File: config.mk
export PLATFORM = sky130hd
export DESIGN_NAME = tin_edge_qual
export DESIGN_NICKNAME = d
export VERILOG_FILES = /design/src/rtl/tin_edge_qual.sv
export SDC_FILE = /design/constraint.sdc
export NUM_CORES = 1
export LEC_CHECK = 0
export BUFFER_PORTS_ARGS = -buffer_cell sky130_fd_sc_hd__buf_2
export CORE_AREA = 2 2 39 41
export CTS_BUF_LIST = sky130_fd_sc_hd__clkbuf_16
export CTS_CLUSTER_DIAMETER = 40
export CTS_CLUSTER_SIZE = 28
export DETAILED_ROUTE_END_ITERATION = 10
export DIE_AREA = 0 0 41 43
export PLACE_DENSITY = 0.55
export RECOVER_POWER = 50
export SLEW_MARGIN = 20
export SYNTH_ARGS = -nofsm -noshare
export SYNTH_HDL_FRONTEND = slang
export SYNTH_SLANG_ARGS = --single-unit
export TNS_END_PERCENT = 20
File: constraint.sdc
create_clock -name clk -period 1.5 [get_ports clk]
set_input_delay 0.075 -clock clk [delete_from_list [all_inputs] [get_ports clk]]
set_output_delay 0.075 -clock clk [all_outputs]
set_load 0.01 [all_outputs]
File: src/rtl/tin_edge_qual.sv
module tin_edge_qual (
  input  logic       clk,
  input  logic       rst_n,
  input  logic       pin_i,
  input  logic       run_i,
  input  logic [1:0] edge_sel_i,
  input  logic       capture_mode_i,
  input  logic       sample_en_i,
  input  logic       out_fn_i,
  output logic       edge_o,
  output logic       level_o
);

  logic sync1, sync2;
  logic hist, hist_d, cand, running, strobe;
  logic active, accept, dir_ok;

  assign active = run_i & ~out_fn_i;
  assign accept = capture_mode_i ? (sample_en_i & (sync2 == cand) & (sync2 != hist))
                                 : (sync2 != hist);
  assign dir_ok = hist ? edge_sel_i[0] : edge_sel_i[1];

  always_ff @(posedge clk or negedge rst_n) begin
    if (!rst_n) begin
      sync1 <= 1'b0;
      sync2 <= 1'b0;
    end else begin
      sync1 <= pin_i;
      sync2 <= sync1;
    end
  end

  always_ff @(posedge clk or negedge rst_n) begin
    if (!rst_n) begin
      hist    <= 1'b0;
      hist_d  <= 1'b0;
      cand    <= 1'b0;
      running <= 1'b0;
      strobe  <= 1'b0;
    end else if (!active) begin
      running <= 1'b0;
      strobe  <= 1'b0;
    end else if (!running) begin
      running <= 1'b1;
      hist    <= ~sync2;
      hist_d  <= ~sync2;
      cand    <= ~sync2;
      strobe  <= 1'b0;
    end else begin
      if (accept) hist <= sync2;
      if (capture_mode_i && sample_en_i) cand <= sync2;
      hist_d <= hist;
      strobe <= (hist != hist_d) & dir_ok;
    end
  end

  assign edge_o  = strobe;
  assign level_o = hist;

endmodule


---- After elaboration in Yosys (flattened, before gate mapping) ----
Index checks and enable logic that the tools add are counted.
word-level totals
  output and inout bits ................... 2
  logic and storage cells ................. 31
  input bits .............................. 9
  register bits after elaboration ......... 7
cells by class
  equality and inequality tests ........... 5
  muxes and demuxes ....................... 10
  bitwise operators ....................... 6
  reduce and logical (&&, ||, !) cells .... 3
operator list
  cell                  count
  $mux W1               10
  $and A1 B1 Y1         4
  $ne A2 B1 Y1 const B  2
  $reduce_and A2 Y1     2
  $ne A1 B1 Y1          2
  $not A1 Y1            2
  $eq A1 B1 Y1          1
  $logic_and A1 B1 Y1   1

---- Depth between registers and ports, before layout ----
Gate-level depths: netlist of run 1.
  depth after elaboration ................. 6
  gate-level depth with buffers ........... 5
  depth with buffers taken out ............ 5

---- Worst setup path after synthesis of run 1 ----
No wires, ideal clock.
  path type ............................... register to register
  from .................................... register hist (netlist: level_o)
  to ...................................... register hist (netlist: level_o)
  data required time ...................... 1.373 ns
  arrival time ............................ 0.801 ns
  cell stages (with the launch flop) ...... 4
  setup slack ............................. 0.572 ns
  setup time .............................. 0.127 ns
  period minus slack after synthesis ...... 0.928 ns
  cells stage by stage .................... dfrtp_1 a211oi_1 o21a_1 o21ai_0
between the ends
  longest elaborated chain between the ends .. 5
ends and longest elaborated chain
  item                                  line    text
  start: declaration                    15      logic hist, hist_d, cand, running, strobe;
  start signal: assignment              45      hist <= ~sync2;
  start signal: assignment              50      if (accept) hist <= sync2;
  $ne A1 B1 Y1 *                        19, 20
  $and A1 B1 Y1                         19      assign accept = capture_mode_i ? (sample_en_i & (sync2 == cand) & (sync2 != hist))
  $mux W1 *                             19
  $ne A2 B1 Y1 (no source line) *       --
  $reduce_and A2 Y1 (no source line) *  --
Every way passes the cells marked *; elsewhere a longest branch is shown, timed or not.
A chain may end at the register's enable or synchronous reset.

---- Worst setup path after layout of run 1 ----
Same ends and word-level chain as after synthesis.

==> results of run 1 <==
-- flip-flops by register name, indices dropped and copies added, names as in the netlist --
signal	cells
hist_d	1
sync1	1
cand	1
sync2	1
edge_o	1
level_o	1
running	1
-- layout make-up --
cell class / count / area (um2)
clock buffers: 3 / 75.1
clock inverters: 1 / 3.75
fillers: 149 / 901
inverters: 2 / 7.51
multi-input cells: 21 / 133
flip-flops and latches: 7 / 175
well taps: 16 / 20.0
repair buffers: 12 / 68.8
-- worst max-delay path by stage --
stage | endpoint | cells past startpoint | slack [ps] | startpoint
5_1_grt | level_o | 3 | 410 | level_o
3_3_place_gp | level_o | 3 | 580 | level_o
4_1_cts | level_o | 3 | 510 | level_o
6_report | level_o | 3 | 530 | level_o
2_1_floorplan | level_o | 3 | 570 | level_o
3_5_place_dp | level_o | 3 | 520 | level_o
-- power by group through the flow --
stage | sequential (uW) | clock (uW) | combinational, uW
after floorplan | 235 | 0 | 43.5
after global placement | 237 | 0 | 74.8
after detailed placement | 238 | 0 | 75.7
after CTS | 236 | 453 | 80.1
after global routing | 240 | 466 | 90.2
final | 236 | 442 | 77.2
-- critical path, stage by stage, from the launching register on --
cell and delay, ps:
dfrtp_1 440, a211oi_1 200, o21a_1 130, o21ai_0 80
-- cells by family (layout without fill, tap and decap cells) --
family	Yosys count	in the layout
simple gates	10	10
flops	7	7
buf+inv	2	18
compound gates	11	11
-- cell usage in the layout (no fill, tap or decap), drive strengths merged --
cell / synthesis / final
nor2: 2 / 2
o21a: 1 / 1
a21oi: 3 / 3
nand2: 2 / 2
buf: 0 / 9
a211oi: 1 / 1
dlygate4sd3: 0 / 2
nand4b: 1 / 1
nand3: 1 / 1
o311ai: 1 / 1
o22ai: 1 / 1
inv: 2 / 3
nand3b: 2 / 2
clkbuf: 0 / 4
a31o: 1 / 1
o21ai: 3 / 3
nand2b: 2 / 2
dfrtp: 7 / 7
-- layer usage --
metal | up-vias | routed length (um) | track usage
met5 | - | 0 | 0
met4 | 0 | 0 | 0.0400
met3 | 0 | 60 | 0.0785
met2 | 11 | 264 | 0.116
met1 | 128 | 283 | 0.118
li1 | 141 | - | -
-- through the flow --
stage,total power (uW),setup slack (ps),cells,utilization
2_1_floorplan,279,572,30,-
3_3_place_gp,312,578,56,0.278
3_5_place_dp,314,523,56,0.278
4_1_cts,768,511,62,0.350
5_1_grt,795,413,62,0.349
6_report,755,527,62,0.349
==> run summary, run 1 <==
Clock share of power: 0.585. The number of synthesized flops with an enable pin is 0. Dividing the synthesized area by the synthesized cell count gives 10.5 um2. Using the TritonRoute via totals, the vias-per-cell ratio works out to 4.52.

The number of rows in the core area was 14; the final period utilization was 0.649. For the worst flop-to-flop path, the logic depth is 3. In the final design database the tool counted 56 nets.

The first global-routing pass estimated 1060 um of wire. STA classifies the critical path endpoint as a register. Number of input and output port buffers inserted: 10. Setup violations remaining at the end of the flow were counted as 0. The share of flip-flops with an asynchronous set or reset after synthesis works out to 1.00. Measured along the x axis, the die boundary spans 41 um.

The logs give 1 for the number of H-tree levels and 280 for the total vias in the final route. TritonCTS built the clock tree. The core region is 1380 um2.

For this run the aggregate overflow at the end of global routing stands at 0. Setup repair after global routing left no endpoint under its margin. The startpoint identified for the worst hold timing path is edge_sel_i[1]. For the pin with the worst max-slew slack, the measured transition is 394 ps. The flow ran to the end, and the final reports show no timing, DRC or antenna violations. The number of antenna violations at the first check in global routing is 0, and the post-route standard cell area excluding fillers is 483 um2. The tools report the starting density of the core as 0.228. IR analysis of the VDD net gives a maximum drop of 1.10 mV. The later-pin clock latency in the skew report came out at 230 ps. The worst relative slew slack is 0.737. Based on the critical path, the design can be clocked at up to 1030 MHz. dfrtp_1 is the most common cell in the netlist.

In this run the worst hold path is classified as primary input to register. The largest driver fanout on the critical path is 7, and the share of synthesized area spent on multiplexers is 0. For this block, the initial DRC count from the detailed router was 0. The final hold slack is 120 ps. The area overhead of the layout relative to synthesis works out to 53.2%.

The tree is rooted in a clkbuf_16. Entering global routing, the biggest net connects 8 pins. The synthesized design spends more area on one cell type than any other, namely dfrtp_1.

The portion of total power attributed to combinational logic was 0.102. Clock tree synthesis inserted a total of 3 buffers. The clock-pin transition on the worst setup and hold timing paths was 40 ps; the aggregate global-route resource usage was 0.0950. Post-CTS timing repair inserted 0 buffers for setup. The longest clock path from root to sink contains 2 buffers. The number of nets in the synthesized netlist is 39. The detail-routed net length per standard cell is 9.81 um, and the TritonCTS sink count is 7.

The post-synthesis compound-gate area fraction works out to 0.218. In the synthesized netlist, the number of instances is 30. For hold timing, the worst endpoint is edge_o. The switching share of total power was 0.204. Total placed instance area: 385 um2. The count of inserted antenna diode cells is 0, and the number of max-cap violations is 0. The worst setup path is of the register to register kind. In this run the critical register-to-register path is captured at level_o.

The run gives 0.556 as the sequential-to-total area share from yosys stat. After synthesis, the largest family of logic cells by area is compound AO/OA/AOI/OAI gates. The synthesized netlist contains 17 unique library cells. The share of cells above drive strength 1 was 0.283; the hold violation total from the final report was 0. The proportion of netlist area held by the largest area contributor is 0.556. The worst register-to-register path begins at level_o.

For the worst setup path, the data required time is 1610 ps. The number of top-level pins was 11. Between clock sinks in the finished design, the worst skew comes to 1.82 ps. The simple-gate portion of the synthesized area is 0.202, and the internal cell power is 601 uW. During synthesis, Yosys emitted a total of 0 warnings. For the total wire length after detailed routing, the log shows 608 um.

The number of optimization iterations in the first detailed-route pass is 1, and the post-route minimum period is 973 ps. Most used flip-flop cell after synthesis: dfrtp_1. The final total negative setup slack is 0 ps. The logs give 0.312 for the power share of the sequential group and 530 ps for the setup slack of the worst register-to-register path. STA puts the critical path data arrival time at 1080 ps.

The area share of xor/xnor cells in the synthesized design came out at 0. The number of routed nets with antenna violations was 0. The power per standard cell area was 1560 nW/um2; the reported net switching power was 154 uW. The run gives 315 um2 as the post-synth design cell area.

Routability-driven placement finished with a final weighted congestion of 0.696. Counting flops and latches in the post-synthesis netlist gives 7. Post-CTS repair changed the size of 0 cells.

The die covers 1760 um2. Counting instances, the worst hold path has a depth of 3. The count of pins over their slew limit was 0; the leakage power of the design was 0.000226 uW. The floorplan step set the die height to 43 um.

By count the netlist is led by dfrtp_1 (7), a21oi_1 (3), o21ai_0 (3). The number of hold-repair buffers added at the cts stage was 2; the fraction of the mapped netlist area in adder cells was 0. The number of global-route vias before repair came out at 261.

By area the synthesized netlist is led by dfrtp_1 (56%), a21oi_1 (4.8%), o21ai_0 (4.8%). After detailed routing, the number of remaining DRC violations is 0. The tools report the nature of the critical path startpoint as a register.
(Power assumes the default switching activity.)
==> run 2: changes to the inputs <==
- ABC_AREA: not set -> 1
- PLACE_DENSITY: 0.55 -> 0.57
- clock period: 1.5 -> 1 ns (I/O delays scaled with it)
==> run summary, run 2 <==
For the sequential-to-total area share from yosys stat, the log shows 0.515. The tools report the number of H-tree levels as 1. The required time reported for the critical path endpoint was 1120 ps.

Ranked by instance count, the synthesized netlist is headed by nand2_1 (13), dfrtp_1 (7), inv_1 (6). The clock share of power is 0.577, and the total core area is 1380 um2. In the final timing run, aggregate negative setup slack is 0 ps. The first global-routing pass estimated 1120 um of wire. Detail-routed net length per standard cell: 8.09 um. The tightest min-delay check is of the primary input to register type.

The power share of the sequential group is 0.292. Largest driver fanout on the critical path: 3. Global routing finished with a remaining overflow of 0.

The tools report the largest buffer count on any clock path as 2. The share of flip-flops with an asynchronous set or reset after synthesis was 1.00; the worst relative slew slack was 0.740. The logs give 631 um for the total wire length after detailed routing and 14 for the number of rows in the core area. Counting every sink on the clock net gives 7. The starting DRC count in detailed routing is 1, and the number of distinct standard cells referenced by the synthesized netlist is 12.

The run gives 0 as the number of antenna violations at the first check in global routing. The count of pins over their slew limit is 0. Power spread over the standard cell area amounts to 2160 nW/um2.

The floorplan step set the die height to 43 um. In this run the clock root is driven by a clkbuf_16. Of all cell types, the one taking the most synthesized area is dfrtp_1.

The library cells used most frequently in the layout, excluding fill and tap cells, are nand2_1 (12), buf_2 (9), inv_1 (7), dfrtp_1 (7). The later-pin clock latency in the skew report is 230 ps, and the mean instance size in the synthesized netlist is 7.73 um2. The synthesized netlist net count came out at 53.

The repair_antennas step left the layout with diodes totalling 0. The tools report the aggregate global-route resource usage as 0.110. The tools report the worst vdd rail ir drop as 1.16 mV. Maximum clock frequency: 1030 MHz. The final weighted congestion of routability-driven global placement is 0.775, and the actual transition at the worst max-transition pin is 390 ps. The final period utilization came out at 0.968.

STA classifies the critical path startpoint as a register. The worst clock skew on the final layout is 1.45 ps, and the signal arrival time at the worst endpoint is 1090 ps. For this run, the detailed router's first-pass iteration total came to 2. By instance count, the leading cell after synthesis is nand2_1. For this run, the number of Yosys warnings is 0.

Cell internal power was estimated by the tool at 904 uW. During placement, the flow inserted port buffers numbering 10. Summing all flip-flop and latch instances after layout gives 175 um2.

The number of max-cap violations was 0. Setup repair after global routing could not meet its margin everywhere. Synthesis handed over a netlist of 44 instances. The area enclosed by the die boundary was 1760 um2; the area overhead of the layout relative to synthesis was 55.9%. The multi-input combinational cells in the finished layout cover a total of 139 um2. The run gives 0.246 as the starting density of the core. The leakage power of the design came out at 0.000295 uW.

The tools report the number of top-level pins as 11. TritonCTS created 3 clock buffers. The fill cell instance count of the final layout is 152.

Category of the critical setup timing path: register to register. In the routed layout, each cell is associated on average with a via count of 4.05. The run gives 476 um as the detailed-placement wirelength estimate. The count of nets after finishing is 72. The switching share of total power came out at 0.210. The proportion of netlist area held by the largest area contributor is 0.515, and the total vias in the final route is 316. The post-synth design cell area was 340 um2; the number of routed nets with antenna violations was 0. The clock-pin transition on the worst setup and hold timing paths was 30 ps. The most used flip-flop cell after synthesis is dfrtp_1. The flow ran to the end, and the final reports show no timing, DRC or antenna violations.

Share of cells above drive strength 1: 0.371. The largest net degree at the start of global routing is 8, and the number of synthesized flops with an enable pin is 0. TritonCTS built the clock tree.

The portion of total power attributed to combinational logic is 0.131, and the die width is 41 um. Leaving out fill and tap cells, the most frequent cell in the layout is nand2_1. The worst path in the final design needs a cycle of 968 ps, including I/O delays and setup.

The register bit total from synthesis was 7. The run gives 295 as the number of global-route vias before repair. Setup violations remaining at the end of the flow were counted as 0. By area the synthesized netlist is led by dfrtp_1 (51%), nand2_1 (14%), inv_1 (6.6%). Summed over all nets, the switching power comes to 240 uW. In the routed design, unresolved DRC markers number 0. Across all hold checks on the routed design, the worst slack comes to 22.5 ps.

The hold violation total from the final report is 0. The worst setup path is captured at a register.
## run 2: cell types whose count changed after synthesis, sizes merged, moves of 2 or more
| cell | before | now |
|---|---|---|
| nand2 | 2 | 14 |
| inv | 2 | 9 |
| nor2 | 2 | 5 |
| nand2b | 2 | 0 |
| nand3 | 1 | 3 |
| nand3b | 2 | 0 |
## run 2: cell families (layout without fill, tap and decap cells)
| family | Yosys count | count (layout) | synth area share |
|---|---|---|---|
| AOI/OAI and AO/OA | 5 | 5 | 0.0846 |
| DFF | 7 | 7 | 0.515 |
| buffers and inverters | 9 | 27 | 0.0993 |
| and+or+nand+nor | 23 | 23 | 0.301 |
## run 2: power groups by stage
stage / registers (uW) / logic [uW] / clock network (uW)
5_1_grt: 339 / 175 / 697
6_report: 334 / 150 / 659
3_5_place_dp: 336 / 134 / 0
4_1_cts: 333 / 140 / 676
3_3_place_gp: 335 / 132 / 0
2_1_floorplan: 339 / 74.4 / 0
## run 2: repair_timing
action / 4_1_cts / 5_1_grt
endpoints found under the setup margin: 0 / 1
endpoints found under the hold margin: 8 / 0
buffers inserted: 0 / 1
resized for setup: 0 / 3
hold buffers: 2 / 0
## run 2: path summary, 6_finish.rpt
path | startpoint | endpoint | slack [ps] | cells past startpoint
max | level_o | level_o | 30 | 8
min | out_fn_i | running | 20 | 2
max reg2reg | level_o | level_o | 30 | 8
min reg2reg | sync1 | sync2 | 350 | 0
max in group asynchronous | rst_n | sync2 | 470 | 2
min in group asynchronous | rst_n | edge_o | 260 | 2
## run 2: final cells by class
cell class              instances  share of cell area
well taps                      16              0.0377
clock inverters                 1             0.00708
multi-input cells              28               0.262
inverters                       9              0.0637
repair buffers                 14               0.158
flip-flops and latches          7               0.330
clock buffers                   3               0.142
## run 2: stage by stage
step / util / power (uW) / instance area, um2 / setup WS, ps / std cells
after floorplan: - / 414 / 340 / 13.7 / 44
after global placement: 0.302 / 467 / 418 / 21.7 / 71
after global routing: 0.383 / 1210 / 531 / -68.1 / 78
final: 0.383 / 1140 / 531 / 31.5 / 78
after CTS: 0.373 / 1150 / 517 / 11.3 / 77
after detailed placement: 0.302 / 469 / 418 / 19.3 / 71
## run 2: critical path: stages, from the launching register on
cell,delay (ps)
dfrtp_1,400
inv_2,80
nand2_2,50
nand2_1,70
a21oi_2,50
nand2_1,70
nand2_1,50
nand2_1,50
nand2_1,40
## run 2: per-layer routing
| metal | global-route usage | vias to the layer above | share of wire |
|---|---|---|---|
| met5 | 0 | - | 0 |
| met4 | 0.100 | 0 | 0.043 |
| met3 | 0.0942 | 5 | 0.079 |
| met2 | 0.134 | 9 | 0.43 |
| met1 | 0.109 | 133 | 0.45 |
| li1 | - | 169 | - |
==> run 3: changes to the inputs <==
- ABC_AREA: 1 -> not set
- PLACE_DENSITY: 0.57 -> 0.55
==> run summary, run 3 (same netlist as run 1, synthesis figures left out) <==
The highest-utilization routing layer at the global route stage is met1. The number of rows in the core area came out at 14. Number of top-level pins: 11. For the number of global-route vias before repair, the log shows 236. CTS placed an instance of clkbuf_16 at the clock tree root. The die width came out at 41 um. At the later pin of the worst-skew pair, clock insertion delay measures 230 ps.

The worst register-to-register path ends at level_o. The nature of the critical path startpoint was a register. Setup repair after global routing left no endpoint under its margin.

Buffers inserted during clock tree synthesis total 3. The starting density of the core came out at 0.228. The min-delay analysis places its worst path in the category primary input to register.

Along the worst path, the maximum fanout reaches 6. The flow ran to the end, and the final reports show no timing, DRC or antenna violations. The library cells used most frequently in the layout, excluding fill and tap cells, are buf_2 (9), dfrtp_1 (6). The run gives 603 um as the total wire length after detailed routing.

The die is 43 um tall. The tools report the hold violation total from the final report as 0. The run gives 2 as the starting DRC count in detailed routing. The critical path endpoint was level_o. For the finished layout, the period the worst path requires is 957 ps. STA puts the critical path data arrival time at 910 ps. The signal on the critical path passes through buf_4 -> buf_2.

VDD sags by at most 1.13 mV. Count of inserted antenna diode cells: 0. The library cell used most frequently in the layout, excluding fill and tap cells, is buf_2. The number of setup buffers added after CTS was 0; the maximum clock frequency was 1050 MHz. The clock-pin transition on the worst setup and hold timing paths is 40 ps, and the actual transition at the worst max-transition pin is 353 ps. In this run the power density over the cells is 2330 nW/um2.

The tools report the first-pass GRT wire length as 966 um. The largest single stage delay on the critical path is 380 ps. Once layout is complete, the cells apart from fillers number 63.

Compared with the post-synthesis result, the final layout area differs by 57.5%. The congestion estimate from routability-driven global placement came to 0.776. The worst-path cell with the longest stage delay was dfrtp_1. The critical path is of the register to output port type.

The number of routed nets with antenna violations was 0; the required time reported for the critical path endpoint was 950 ps. The worst register-to-register path begins at level_o. Detailed routing inserted a total of 277 vias. The count of nets after finishing was 57; the TritonCTS sink count was 7. The die covers 1760 um2. Global routing finished with a remaining overflow of 0. For the met1 usage in global routing, the log shows 0.113.

TritonCTS built the clock tree. Using the TritonRoute via totals, the vias-per-cell ratio works out to 4.40. The detailed-placement wirelength estimate is 439 um. The setup slack of the worst register-to-register path is 90 ps.

For the worst flop-to-flop path, the logic depth is 3. Count of pins over their slew limit: 0. The number of antenna violations at the first check in global routing is 0, and the number of optimization iterations in the first detailed-route pass is 4.

Dividing the detail-routed wire length by the instance count gives 9.57 um. In this run the worst setup path begins at level_o. The clock passes through at most 2 buffers. The number of input and output port buffers inserted is 10, and the worst clock skew on the final layout is 2.40 ps. After detailed routing, the number of remaining DRC violations is 0.

STA classifies the critical path endpoint as an output port. Number of H-tree levels: 1. The met3 usage in global routing came out at 0.0628. The floorplan step defined a core boundary enclosing 1380 um2. The number of max-cap violations is 0, and the final total negative setup slack is 0 ps. The logs give 0.0853 for the aggregate global-route resource usage and 0.000230 uW for the leakage power of the design.

The share of cells above drive strength 1 came out at 0.340. Worst relative slew slack: 0.765. Final period utilization: 0.957.

The logs give 0 for the final-report setup violation count and 57 for the number of instances in the placed design. Entering global routing, the biggest net connects 8 pins. The tools report the met2 track demand over resource in global routing as 0.100.
[run 3: changes by cell type in the layout (fill, tap and decap cells not counted), moves of 3 or more]
cell,before,now
o21ai_0,0,3
nand2_1,12,2
inv_1,7,3
inv_2,3,0
[run 3: area by class of cell]
class	instances	area, um2
Timing Repair Buffer	13	76.3
Tap cell	16	20.0
Inverter	2	7.51
Clock inverter	1	3.75
Multi-Input combinational cell	21	138
Fill cell	140	887
Clock buffer	3	75.1
Sequential cell	7	176
[run 3: worst min path at each step]
stage,startpoint,to,cells past startpoint,slack [ps]
floorplan,rst_n,cand,0,-250
global placement,rst_n,sync1,1,-110
detailed placement,rst_n,sync1,1,-110
CTS,edge_sel_i[0],edge_o,3,90
global route,edge_sel_i[0],edge_o,3,100
finish,edge_sel_i[0],edge_o,3,80
[run 3: power by group]
part	leakage (uW)	switching, uW	total [uW]	internal [uW]
registers	0.0000838	27.9	345	317
logic	0.000104	66.6	147	80.1
clock network	0.0000423	147	666	519
total	0.000230	241	1160	917
[run 3: through the flow]
step	setup WS (ps)	hold slack, ps	total power [uW]	area (um2)	utilization
6_report	43.2	82.4	1160	497	0.359
5_1_grt	7.73	104	1210	497	0.359
4_1_cts	54.0	86.9	1160	492	0.355
3_5_place_dp	80.5	-112	487	393	0.284
3_3_place_gp	84.6	-108	485	393	0.284
2_1_floorplan	72.1	-246	418	315	-
[run 3: what timing repair did]
action / in CTS / in global routing
hold buffers: 2 / 0
resized for setup: 0 / 2
hold endpoints to repair: 8 / 0
endpoints found under the setup margin: 0 / 2
[run 3: metal layers]
metal	wire [um]	part of all wire
met4	16	0.027
met3	69	0.11
met1	277	0.46
met2	239	0.40
met5	0	0
[run 3: critical path: cells and delay by family, from the launching register on]
family	cells	cell delay, ps
buffers and inverters	2	300
DFF	1	380
